`src/rtl/mcu_clk_pkg.sv`:
```
package mcu_clk_pkg;
   typedef enum logic [1:0] {
      SRC_RING = 2'd0,
      SRC_XTAL = 2'd1,
      SRC_RC   = 2'd2
   } clk_src_e;
endpackage

```
`src/rtl/clk_src_latch.sv`:
```
module clk_src_latch
   import mcu_clk_pkg::*;
(
   input  logic     clk,
   input  logic     rst_n,
   input  logic     sel_xtal,
   input  logic     sel_rc,
   input  logic     frozen,
   output clk_src_e req_src
);
   always_ff @(posedge clk or negedge rst_n) begin
      if (!rst_n)
         req_src <= SRC_RING;
      else if (!frozen) begin
         if (sel_xtal)
            req_src <= SRC_XTAL;
         else if (sel_rc)
            req_src <= SRC_RC;
      end
   end
endmodule

```
`src/rtl/clk_prescaler.sv`:
```
module clk_prescaler
   import mcu_clk_pkg::*;
#(
   parameter int MODE_W = 2
) (
   input  logic              clk,
   input  logic              rst_n,
   input  logic              ring_tick,
   input  logic              xtal_tick,
   input  logic              rc_tick,
   input  clk_src_e          req_src,
   input  logic [MODE_W-1:0] req_mode,
   input  logic              hold,
   output logic              src_tick,
   output logic              term_hit,
   output clk_src_e          act_src,
   output logic [MODE_W-1:0] act_mode,
   output logic              sys_q
);
   localparam int MAX_SHIFT = (1 << MODE_W) - 1;
   localparam int MAX_RATIO = 1 << MAX_SHIFT;
   localparam int CNT_W     = (MAX_RATIO > 2) ? $clog2(MAX_RATIO) : 1;

   logic [CNT_W-1:0] cnt;
   logic [CNT_W:0]   ratio;
   logic [CNT_W-1:0] last;

   always_comb begin
      unique case (act_src)
         SRC_XTAL: src_tick = xtal_tick;
         SRC_RC:   src_tick = rc_tick;
         default:  src_tick = ring_tick;
      endcase
   end

   assign ratio    = (CNT_W+1)'(1) << act_mode;
   assign last     = CNT_W'(ratio - (CNT_W+1)'(1));
   assign term_hit = src_tick && !hold && (cnt == last);

   always_ff @(posedge clk or negedge rst_n) begin
      if (!rst_n) begin
         cnt      <= '0;
         act_src  <= SRC_RING;
         act_mode <= '1;
         sys_q    <= 1'b0;
      end else begin
         sys_q <= term_hit;
         if (term_hit) begin
            cnt      <= '0;
            act_src  <= req_src;
            act_mode <= req_mode;
         end else if (src_tick && !hold) begin
            cnt <= cnt + 1'b1;
         end
      end
   end
endmodule

```
`src/rtl/clk_wait_timer.sv`:
```
module clk_wait_timer #(
   parameter int WAIT_LEN = 16384
) (
   input  logic clk,
   input  logic rst_n,
   input  logic tick,
   input  logic restart,
   input  logic hold,
   output logic done
);
   localparam int WCNT_W = $clog2(WAIT_LEN + 1);

   logic [WCNT_W-1:0] cnt;

   always_ff @(posedge clk or negedge rst_n) begin
      if (!rst_n) begin
         cnt  <= '0;
         done <= 1'b0;
      end else if (restart) begin
         cnt  <= '0;
         done <= 1'b0;
      end else if (!hold && !done && tick) begin
         if (cnt == WCNT_W'(WAIT_LEN - 1))
            done <= 1'b1;
         else
            cnt <= cnt + 1'b1;
      end
   end
endmodule

```
`src/rtl/instr_divider.sv`:
```
module instr_divider #(
   parameter int DIV = 3
) (
   input  logic clk,
   input  logic rst_n,
   input  logic sys_en,
   input  logic run,
   output logic pulse
);
   generate
      if (DIV == 1) begin : g_pass
         always_ff @(posedge clk or negedge rst_n) begin
            if (!rst_n) pulse <= 1'b0;
            else        pulse <= sys_en && run;
         end
      end else begin : g_count
         localparam int DCW = $clog2(DIV);
         logic [DCW-1:0] cnt;
         always_ff @(posedge clk or negedge rst_n) begin
            if (!rst_n) begin
               cnt   <= '0;
               pulse <= 1'b0;
            end else if (!run) begin
               cnt   <= '0;
               pulse <= 1'b0;
            end else if (sys_en) begin
               if (cnt == DCW'(DIV - 1)) begin
                  cnt   <= '0;
                  pulse <= 1'b1;
               end else begin
                  cnt   <= cnt + 1'b1;
                  pulse <= 1'b0;
               end
            end else begin
               pulse <= 1'b0;
            end
         end
      end
   endgenerate
endmodule

```
`src/rtl/mcu_clkgen.sv`:
```
module mcu_clkgen
   import mcu_clk_pkg::*;
#(
   parameter int MODE_W    = 2,
   parameter int WAIT_LEN  = 16384,
   parameter int INSTR_DIV = 3
) (
   input  logic              clk,
   input  logic              rst_n,
   input  logic              ring_tick,
   input  logic              xtal_tick,
   input  logic              rc_tick,
   input  logic [MODE_W-1:0] mode_field,
   input  logic              cmd_sel_xtal,
   input  logic              cmd_sel_rc,
   input  logic              cmd_pd_arm,
   input  logic              cmd_pd_go,
   input  logic              key_wake,
   output logic              sys_clk_en,
   output logic              instr_clk_en,
   output logic              prog_start
);
   if (MODE_W < 1 || MODE_W > 3) begin : g_bad_mode
      $error("MODE_W must be 1 to 3");
   end
   if (WAIT_LEN < 1) begin : g_bad_wait
      $error("WAIT_LEN must be at least 1");
   end
   if (INSTR_DIV < 1) begin : g_bad_div
      $error("INSTR_DIV must be at least 1");
   end

   logic              backup;
   logic              armed;
   logic              pd_enter;
   logic              wake_exit;
   clk_src_e          req_src;
   clk_src_e          act_src;
   logic [MODE_W-1:0] act_mode;
   logic              src_tick;
   logic              term_hit;

   assign pd_enter  = cmd_pd_go && armed && !backup;
   assign wake_exit = backup && key_wake;

   always_ff @(posedge clk or negedge rst_n) begin
      if (!rst_n) begin
         armed  <= 1'b0;
         backup <= 1'b0;
      end else begin
         if (pd_enter)        armed <= 1'b0;
         else if (cmd_pd_arm) armed <= 1'b1;
         if (pd_enter)        backup <= 1'b1;
         else if (wake_exit)  backup <= 1'b0;
      end
   end

   clk_src_latch u_src (
      .clk      (clk),
      .rst_n    (rst_n),
      .sel_xtal (cmd_sel_xtal),
      .sel_rc   (cmd_sel_rc),
      .frozen   (backup),
      .req_src  (req_src)
   );

   clk_prescaler #(.MODE_W(MODE_W)) u_pre (
      .clk       (clk),
      .rst_n     (rst_n),
      .ring_tick (ring_tick),
      .xtal_tick (xtal_tick),
      .rc_tick   (rc_tick),
      .req_src   (req_src),
      .req_mode  (mode_field),
      .hold      (backup),
      .src_tick  (src_tick),
      .term_hit  (term_hit),
      .act_src   (act_src),
      .act_mode  (act_mode),
      .sys_q     (sys_clk_en)
   );

   clk_wait_timer #(.WAIT_LEN(WAIT_LEN)) u_wait (
      .clk     (clk),
      .rst_n   (rst_n),
      .tick    (src_tick),
      .restart (pd_enter | wake_exit),
      .hold    (backup),
      .done    (prog_start)
   );

   instr_divider #(.DIV(INSTR_DIV)) u_idiv (
      .clk    (clk),
      .rst_n  (rst_n),
      .sys_en (sys_clk_en),
      .run    (prog_start),
      .pulse  (instr_clk_en)
   );
endmodule

```
`config.mk`:
```
export PLATFORM = sky130hd
export DESIGN_NAME = mcu_clkgen
export DESIGN_NICKNAME = d
export VERILOG_FILES = /design/src/rtl/mcu_clk_pkg.sv /design/src/rtl/clk_src_latch.sv /design/src/rtl/clk_prescaler.sv /design/src/rtl/clk_wait_timer.sv /design/src/rtl/instr_divider.sv /design/src/rtl/mcu_clkgen.sv
export SDC_FILE = /design/constraint.sdc
export NUM_CORES = 1
export LEC_CHECK = 0
export BUFFER_PORTS_ARGS = -buffer_cell sky130_fd_sc_hd__buf_2
export CAP_MARGIN = 0
export CORE_ASPECT_RATIO = 1.5
export CORE_MARGIN = 4
export CORE_UTILIZATION = 40
export CTS_BUF_LIST = sky130_fd_sc_hd__clkbuf_2
export CTS_CLUSTER_DIAMETER = 40
export CTS_CLUSTER_SIZE = 8
export DETAILED_ROUTE_END_ITERATION = 7
export SETUP_SLACK_MARGIN = 0.3
export SLEW_MARGIN = 20
export SYNTH_ARGS = -nofsm -noshare
export SYNTH_HDL_FRONTEND = slang
export SYNTH_SLANG_ARGS = --single-unit
```
`constraint.sdc`:
```
create_clock -name clk -period 1.6 [get_ports clk]
set_input_delay 0.24 -clock clk [delete_from_list [all_inputs] [get_ports clk]]
set_output_delay 0.24 -clock clk [all_outputs]
set_load 0.005 [all_outputs]
```
* Yosys cells after proc, flatten, opt, wreduce, memory -nomap -nowiden
Cells that the tools add are included.
Storage, ports and cells: bits of input ports 12, word-level logic and storage cells 64, flip-flop bits (word level) 31, output and inout bits 3
Cells by class: add/subtract/negate cells 4, equality and inequality tests 7, bitwise gates (word level) 2, mux-type cells 21, shift operators 1, reductions and logical operators 18
Operators with widths (count):
- $mux 15 | 3
- $add 15x1->15 const B | 1
- $eq 15x14->1 const B | 1
- $reduce_bool 2->1 | 6
- $mux 1 | 10
- $mux 2 | 5
- $logic_and 1x1->1 | 7
- $mux 3 | 2
- $reduce_and 2->1 | 3
- $eq 2x2->1 const B | 2
- $add 3x1->3 const B | 1
- $eq 3x3->1 | 1
- $shl 1x2->3 const A | 1
- $sub 3x1->3 const B | 1
- $add 2x1->2 const B | 1
- $eq 2x1->1 const B | 1
- $logic_not 1->1 | 2
- $ne 2x1->1 const B | 1
- $ne 2x2->1 const B | 1
- $pmux 1 s2 | 1
- $not 1->1 | 1
- $or 1x1->1 | 1

* Longest topological paths before layout
word-level depth 5, depth in mapped cells 8, mapped depth without buffers 6

* Modules after synthesis
Synthesis repeated with hierarchy kept, for this count alone.
Second synthesis, totals: cell total of the unflattened synthesis 164, area total of the unflattened synthesis 1702.9 um^2
Modules (own cells, without submodules):
- clk_wait_timer | times used 1, area an instance 900.9 um^2, cells each 96, sequential area each 400.4 um^2
- clk_prescaler | times used 1, area an instance 485.5 um^2, cells each 43, sequential area each 202.7 um^2
- instr_divider | times used 1, area an instance 132.6 um^2, cells each 10, sequential area each 75.1 um^2
- mcu_clkgen | times used 1, area an instance 93.8 um^2, cells each 8, sequential area each 50.0 um^2
- clk_src_latch | times used 1, area an instance 90.1 um^2, cells each 7, sequential area each 50.0 um^2

* Worst setup path after synthesis
No wires, ideal clock.
path kind register to register, start point register u_pre.act_src[0], end point register u_wait.cnt[7], period minus slack after synthesis 1.743 ns, required time 1.526 ns, cell stages (with the launch flop) 8, path buffers 1, arrival time 1.668 ns, setup time 0.074 ns, setup slack -0.143 ns, path through dfrtp_1 > inv_1 > ha_1 > a221o_1 > nand3_1 > buf_2 > or4_1 > a21oi_2
On the way: longest elaborated chain between the ends 5, elaborated cells on any way between the ends 6, classes of those cells 2 x eq/ne; 1 x mux; 3 x reduce/logical
Ends and longest elaborated chain:
- start, declared | RTL line clk_prescaler.sv:16 | output clk_src_e act_src,
- start signal, assigned | RTL line clk_prescaler.sv:50 | act_src <= req_src;
- $eq 2x2->1 / $eq 2x1->1 (equally long branches) | RTL line clk_prescaler.sv:29 | unique case (act_src)
- $pmux 1 s2 * | RTL line clk_prescaler.sv:29
- $logic_and 1x1->1 * | RTL line clk_wait_timer.sv:22 | end else if (!hold && !done && tick) begin
- $reduce_bool 2->1 (no source line) *
- $reduce_and 2->1 (no source line) *
- end signal, assigned | RTL line clk_wait_timer.sv:26 | cnt <= cnt + 1'b1;
- end, declared | RTL line clk_wait_timer.sv:13 | logic [WCNT_W-1:0] cnt;
Mark *: on every way between the ends. The rest lies on a longest branch, timed or not. A chain may end at the register's enable or synchronous reset.

* Worst setup path in the final report
start point register u_pre.act_src[1], end point register u_wait.cnt[6]
The elaborated chain is that of the path after synthesis.

==> results.yml <==
status:
  outcome: "finished, violations left"
  violations: "negative setup slack"
die:
  floorplan.die.height_um: 87.1
  dieArea_um2: 5290
  rows: 28
  core-area_um2: 3990
  io_pins: 15
  chip_width_um: 60.7
  initial_core_util: 0.418
setup_path:
  regToRegSetupSlack_ps: -250
  cp_launch_type: "flop"
  timing.setup.critical_path_class: "flop to flop"
  cp.buffers_inverters: 1
  worst-path-max-fanout: 20
  critPathSlowestCell: "sky130_fd_sc_hd__dfrtp_2"
  critPathArrivalTime_ps: 2150
  cpLargestDelayFamily: "simple AND/OR/NAND/NOR gates"
  reg2reg_from: "u_pre.act_src[1]"
  ordered_list_of_cells_on_the_worst_path: "ha_4 -> a221o_1 -> nand3_2 -> buf_12 -> or4_1 -> a21oi_1"
  r2r_cells: 6
  crit_path_end_kind: "flop"
  end_of_the_worst_register_to_register_path: "u_wait.cnt[6]"
  worst_ep_required_time_ps: 1910
  timing.critical_path.slowest_cell_delay_ps: 470
drt:
  dr.pass1.iters: 4
  routed_wirelength_um: 4110
  vias_per_cell: 5.79
  wl_per_cell_um: 16.1
  drc_errors: 0
  drt_first_iter_violations: 50
  detail-route-antenna-nets: 0
  total_vias_in_the_final_route: 1476
synthesis:
  ys_types: 42
  netlist_instances: 165
  synth_seq_cells: 31
  synth_edf_count: 0
  ys.warnings.count: 0
  avg_synthesized_cell_area_um2: 10.1
  synthFlopType: "sky130_fd_sc_hd__dfrtp_1"
  synth-seq-area-share: 0.467
  netlist_area_um2: 1670
  synth.net_count: 181
  postSynth.asyncResetShare: 1.00
global_route:
  total_grt_usage: 0.179
  grt_antenna_before_repair: 0
  grt_remaining_overflow: 0
  grt_start_max_net_pins: 32
  via_count_of_the_first_global_routing_pass: 1560
  global_route_wire_length_before_repair_um: 7050
timing:
  maxClockFrequency_mhz: 541
  hold_slack_ps: 47.9
  final.setup.worst_slack_ps: -248
  transition_time_at_the_pin_with_the_least_slew_margin_ps: 702
  worst_clock_skew_ps: 15.2
  finalSetupViolCount: 24
  timing.final.max_slew_violations: 0
  max_slew_margin: 0.532
  report.final.hold_viol_count: 0
  unrepaired_setup_endpoints_after_global_routing: "yes"
  period_utilisation_layout: 1.15
  timing.final.crit_period_ps: 1850
clocking:
  h_tree_depth: 2
  clock_sink_count: 31
  clock_path_buffers: 2
  clk_pin_slew_worst_paths_ps: 170
  tritoncts: "yes"
  clk-insertion-delay-late_ps: 360
  cts_root_buf: "sky130_fd_sc_hd__clkbuf_2"
  numCtsBuffers: 5
power_and_ir_drop:
  totalPowerFinal_mw: 3.14
  power_density_nw_per_um2: 1430
  ir_drop_mv: 1.14
  power_leakage_nw: 0.965
place:
  dpl.hpwl_um: 2880
  gp_congestion: 0.872
  placement.io_buffers: 14
  post_dp_cell_area_um2: 2000
layout:
  syn2layout_area_growth_pct: 31.7
  final_design_area_no_fill_um2: 2200
  antenna-diode-count: 0
  layout-drive-gt1-share: 0.395
  layout.nets: 225
hold_path:
  hold_end: "backup"
  worst_hold_startpoint: "key_wake"
  hold_path_class: "primary input to flop"
  hold_depth: 2
run:
  maxCapViolations: 0
[worst max-delay path by stage]
| stage | depth (start not counted) | endpoint | startpoint | slack, ps |
|---|---|---|---|---|
| 6_report | 6 | u_wait.cnt[6] | u_pre.act_src[1] | -250 |
| 2_1_floorplan | 6 | u_wait.cnt[10] | u_pre.act_src[1] | -100 |
| 3_3_place_gp | 6 | u_wait.cnt[6] | u_pre.act_src[1] | -170 |
| 5_1_grt | 7 | u_wait.cnt[6] | u_pre.act_src[0] | -330 |
| 3_5_place_dp | 6 | u_wait.cnt[11] | u_pre.act_src[1] | -270 |
| 4_1_cts | 6 | u_wait.cnt[6] | u_pre.act_src[1] | -240 |
[cells in the mapped netlist, types with 3 or more instances]
cell type	instances	share of area
sky130_fd_sc_hd__a21oi_2	3	0.016
sky130_fd_sc_hd__nand3_1	6	0.018
sky130_fd_sc_hd__inv_1	5	0.011
sky130_fd_sc_hd__or4_1	9	0.041
sky130_fd_sc_hd__mux2_2	4	0.027
sky130_fd_sc_hd__a21oi_1	14	0.042
sky130_fd_sc_hd__ha_1	4	0.030
sky130_fd_sc_hd__and3_1	6	0.023
sky130_fd_sc_hd__nor2_1	9	0.020
sky130_fd_sc_hd__mux2i_1	4	0.024
sky130_fd_sc_hd__dfrtp_1	29	0.44
sky130_fd_sc_hd__o21ai_0	4	0.012
sky130_fd_sc_hd__nand2_1	14	0.032
sky130_fd_sc_hd__o31ai_1	8	0.036
sky130_fd_sc_hd__nand2b_1	3	0.011
sky130_fd_sc_hd__nand4_1	5	0.019
sky130_fd_sc_hd__or3_1	5	0.019
[through the flow]
stage	TNS [ps]	worst slack (ps)	utilization	instances
2_1_floorplan	-655	-99.5	-	165
3_3_place_gp	-2490	-169	0.500	241
3_5_place_dp	-4110	-275	0.500	241
4_1_cts	-3560	-244	0.537	253
5_1_grt	-5860	-328	0.550	255
6_report	-3890	-248	0.550	255
[what timing repair did]
action / 4_1_cts / 5_1_grt
hold endpoints to repair: 29 / 0
pin swaps: 9 / 2
buffers inserted: 3 / 2
resized for setup: 20 / 10
endpoints found under the setup margin: 25 / 25
hold buffers: 1 / 0
[kinds of logic (layout without fill, tap and decap cells)]
group | after synthesis | in the layout | synth area share
AOI/OAI and AO/OA | 36 | 36 | 0.137
and+or+nand+nor | 74 | 74 | 0.269
xor gates and xnor gates | 1 | 1 | 0.00525
buffers and inverters | 11 | 56 | 0.0405
muxes | 8 | 8 | 0.0510
DFF | 31 | 31 | 0.467
adders and majority gates | 4 | 4 | 0.0300
[report_power, final]
part	switching [mW]	internal, mW
clock network	0.272	0.105
registers	0.147	0.961
logic	0.797	0.855
total	1.22	1.92
[cell type report]
cell class                      count  area, µm²
Clock buffer                        6       30.0
Multi-Input combinational cell    123        961
Fill cell                         356       1800
Clock inverter                      2       7.51
Inverter                            5       18.8
Timing Repair Buffer               43        344
Tap cell                           45       56.3
Sequential cell                    31        779
[placed cells by master (no fill, tap or decap), types with 2 or more instances in the layout]
cell and count:
sky130_fd_sc_hd__dfrtp_1 28, sky130_fd_sc_hd__buf_4 20, sky130_fd_sc_hd__nand2_1 14, sky130_fd_sc_hd__buf_2 13, sky130_fd_sc_hd__a21oi_1 11, sky130_fd_sc_hd__nor2_1 8
sky130_fd_sc_hd__o31ai_1 7, sky130_fd_sc_hd__buf_6 7, sky130_fd_sc_hd__or4_1 6, sky130_fd_sc_hd__clkbuf_2 6, sky130_fd_sc_hd__nand4_1 5, sky130_fd_sc_hd__or3_1 5
sky130_fd_sc_hd__a21oi_2 5, sky130_fd_sc_hd__and3_1 4, sky130_fd_sc_hd__mux2i_1 4, sky130_fd_sc_hd__mux2_4 4, sky130_fd_sc_hd__inv_1 3, sky130_fd_sc_hd__or4_4 3
sky130_fd_sc_hd__nand3_1 3, sky130_fd_sc_hd__inv_2 2, sky130_fd_sc_hd__and2_1 2, sky130_fd_sc_hd__o21ai_0 2, sky130_fd_sc_hd__o21ai_2 2, sky130_fd_sc_hd__nand4b_1 2
sky130_fd_sc_hd__nand3_2 2, sky130_fd_sc_hd__and4_1 2, sky130_fd_sc_hd__nand2b_1 2, sky130_fd_sc_hd__o21ai_1 2, sky130_fd_sc_hd__ha_4 2, sky130_fd_sc_hd__clkinv_1 2
sky130_fd_sc_hd__buf_12 2, sky130_fd_sc_hd__dfstp_2 2
[flip-flops by register name, summed over array words and instances (netlist names), 2 cells and up]
register	flops
u_idiv.g_count.cnt	2
u_pre.cnt	3
u_pre.act_src	2
u_src.req_src	2
u_wait.cnt	15
u_pre.act_mode	2
[metal layers]
layer  track usage  routed length (µm)
met5             0                   0
met4        0.0730                  74
met3        0.0401                 113
met2         0.337                2380
met1         0.182                1550
(Power assumes the default switching activity.)
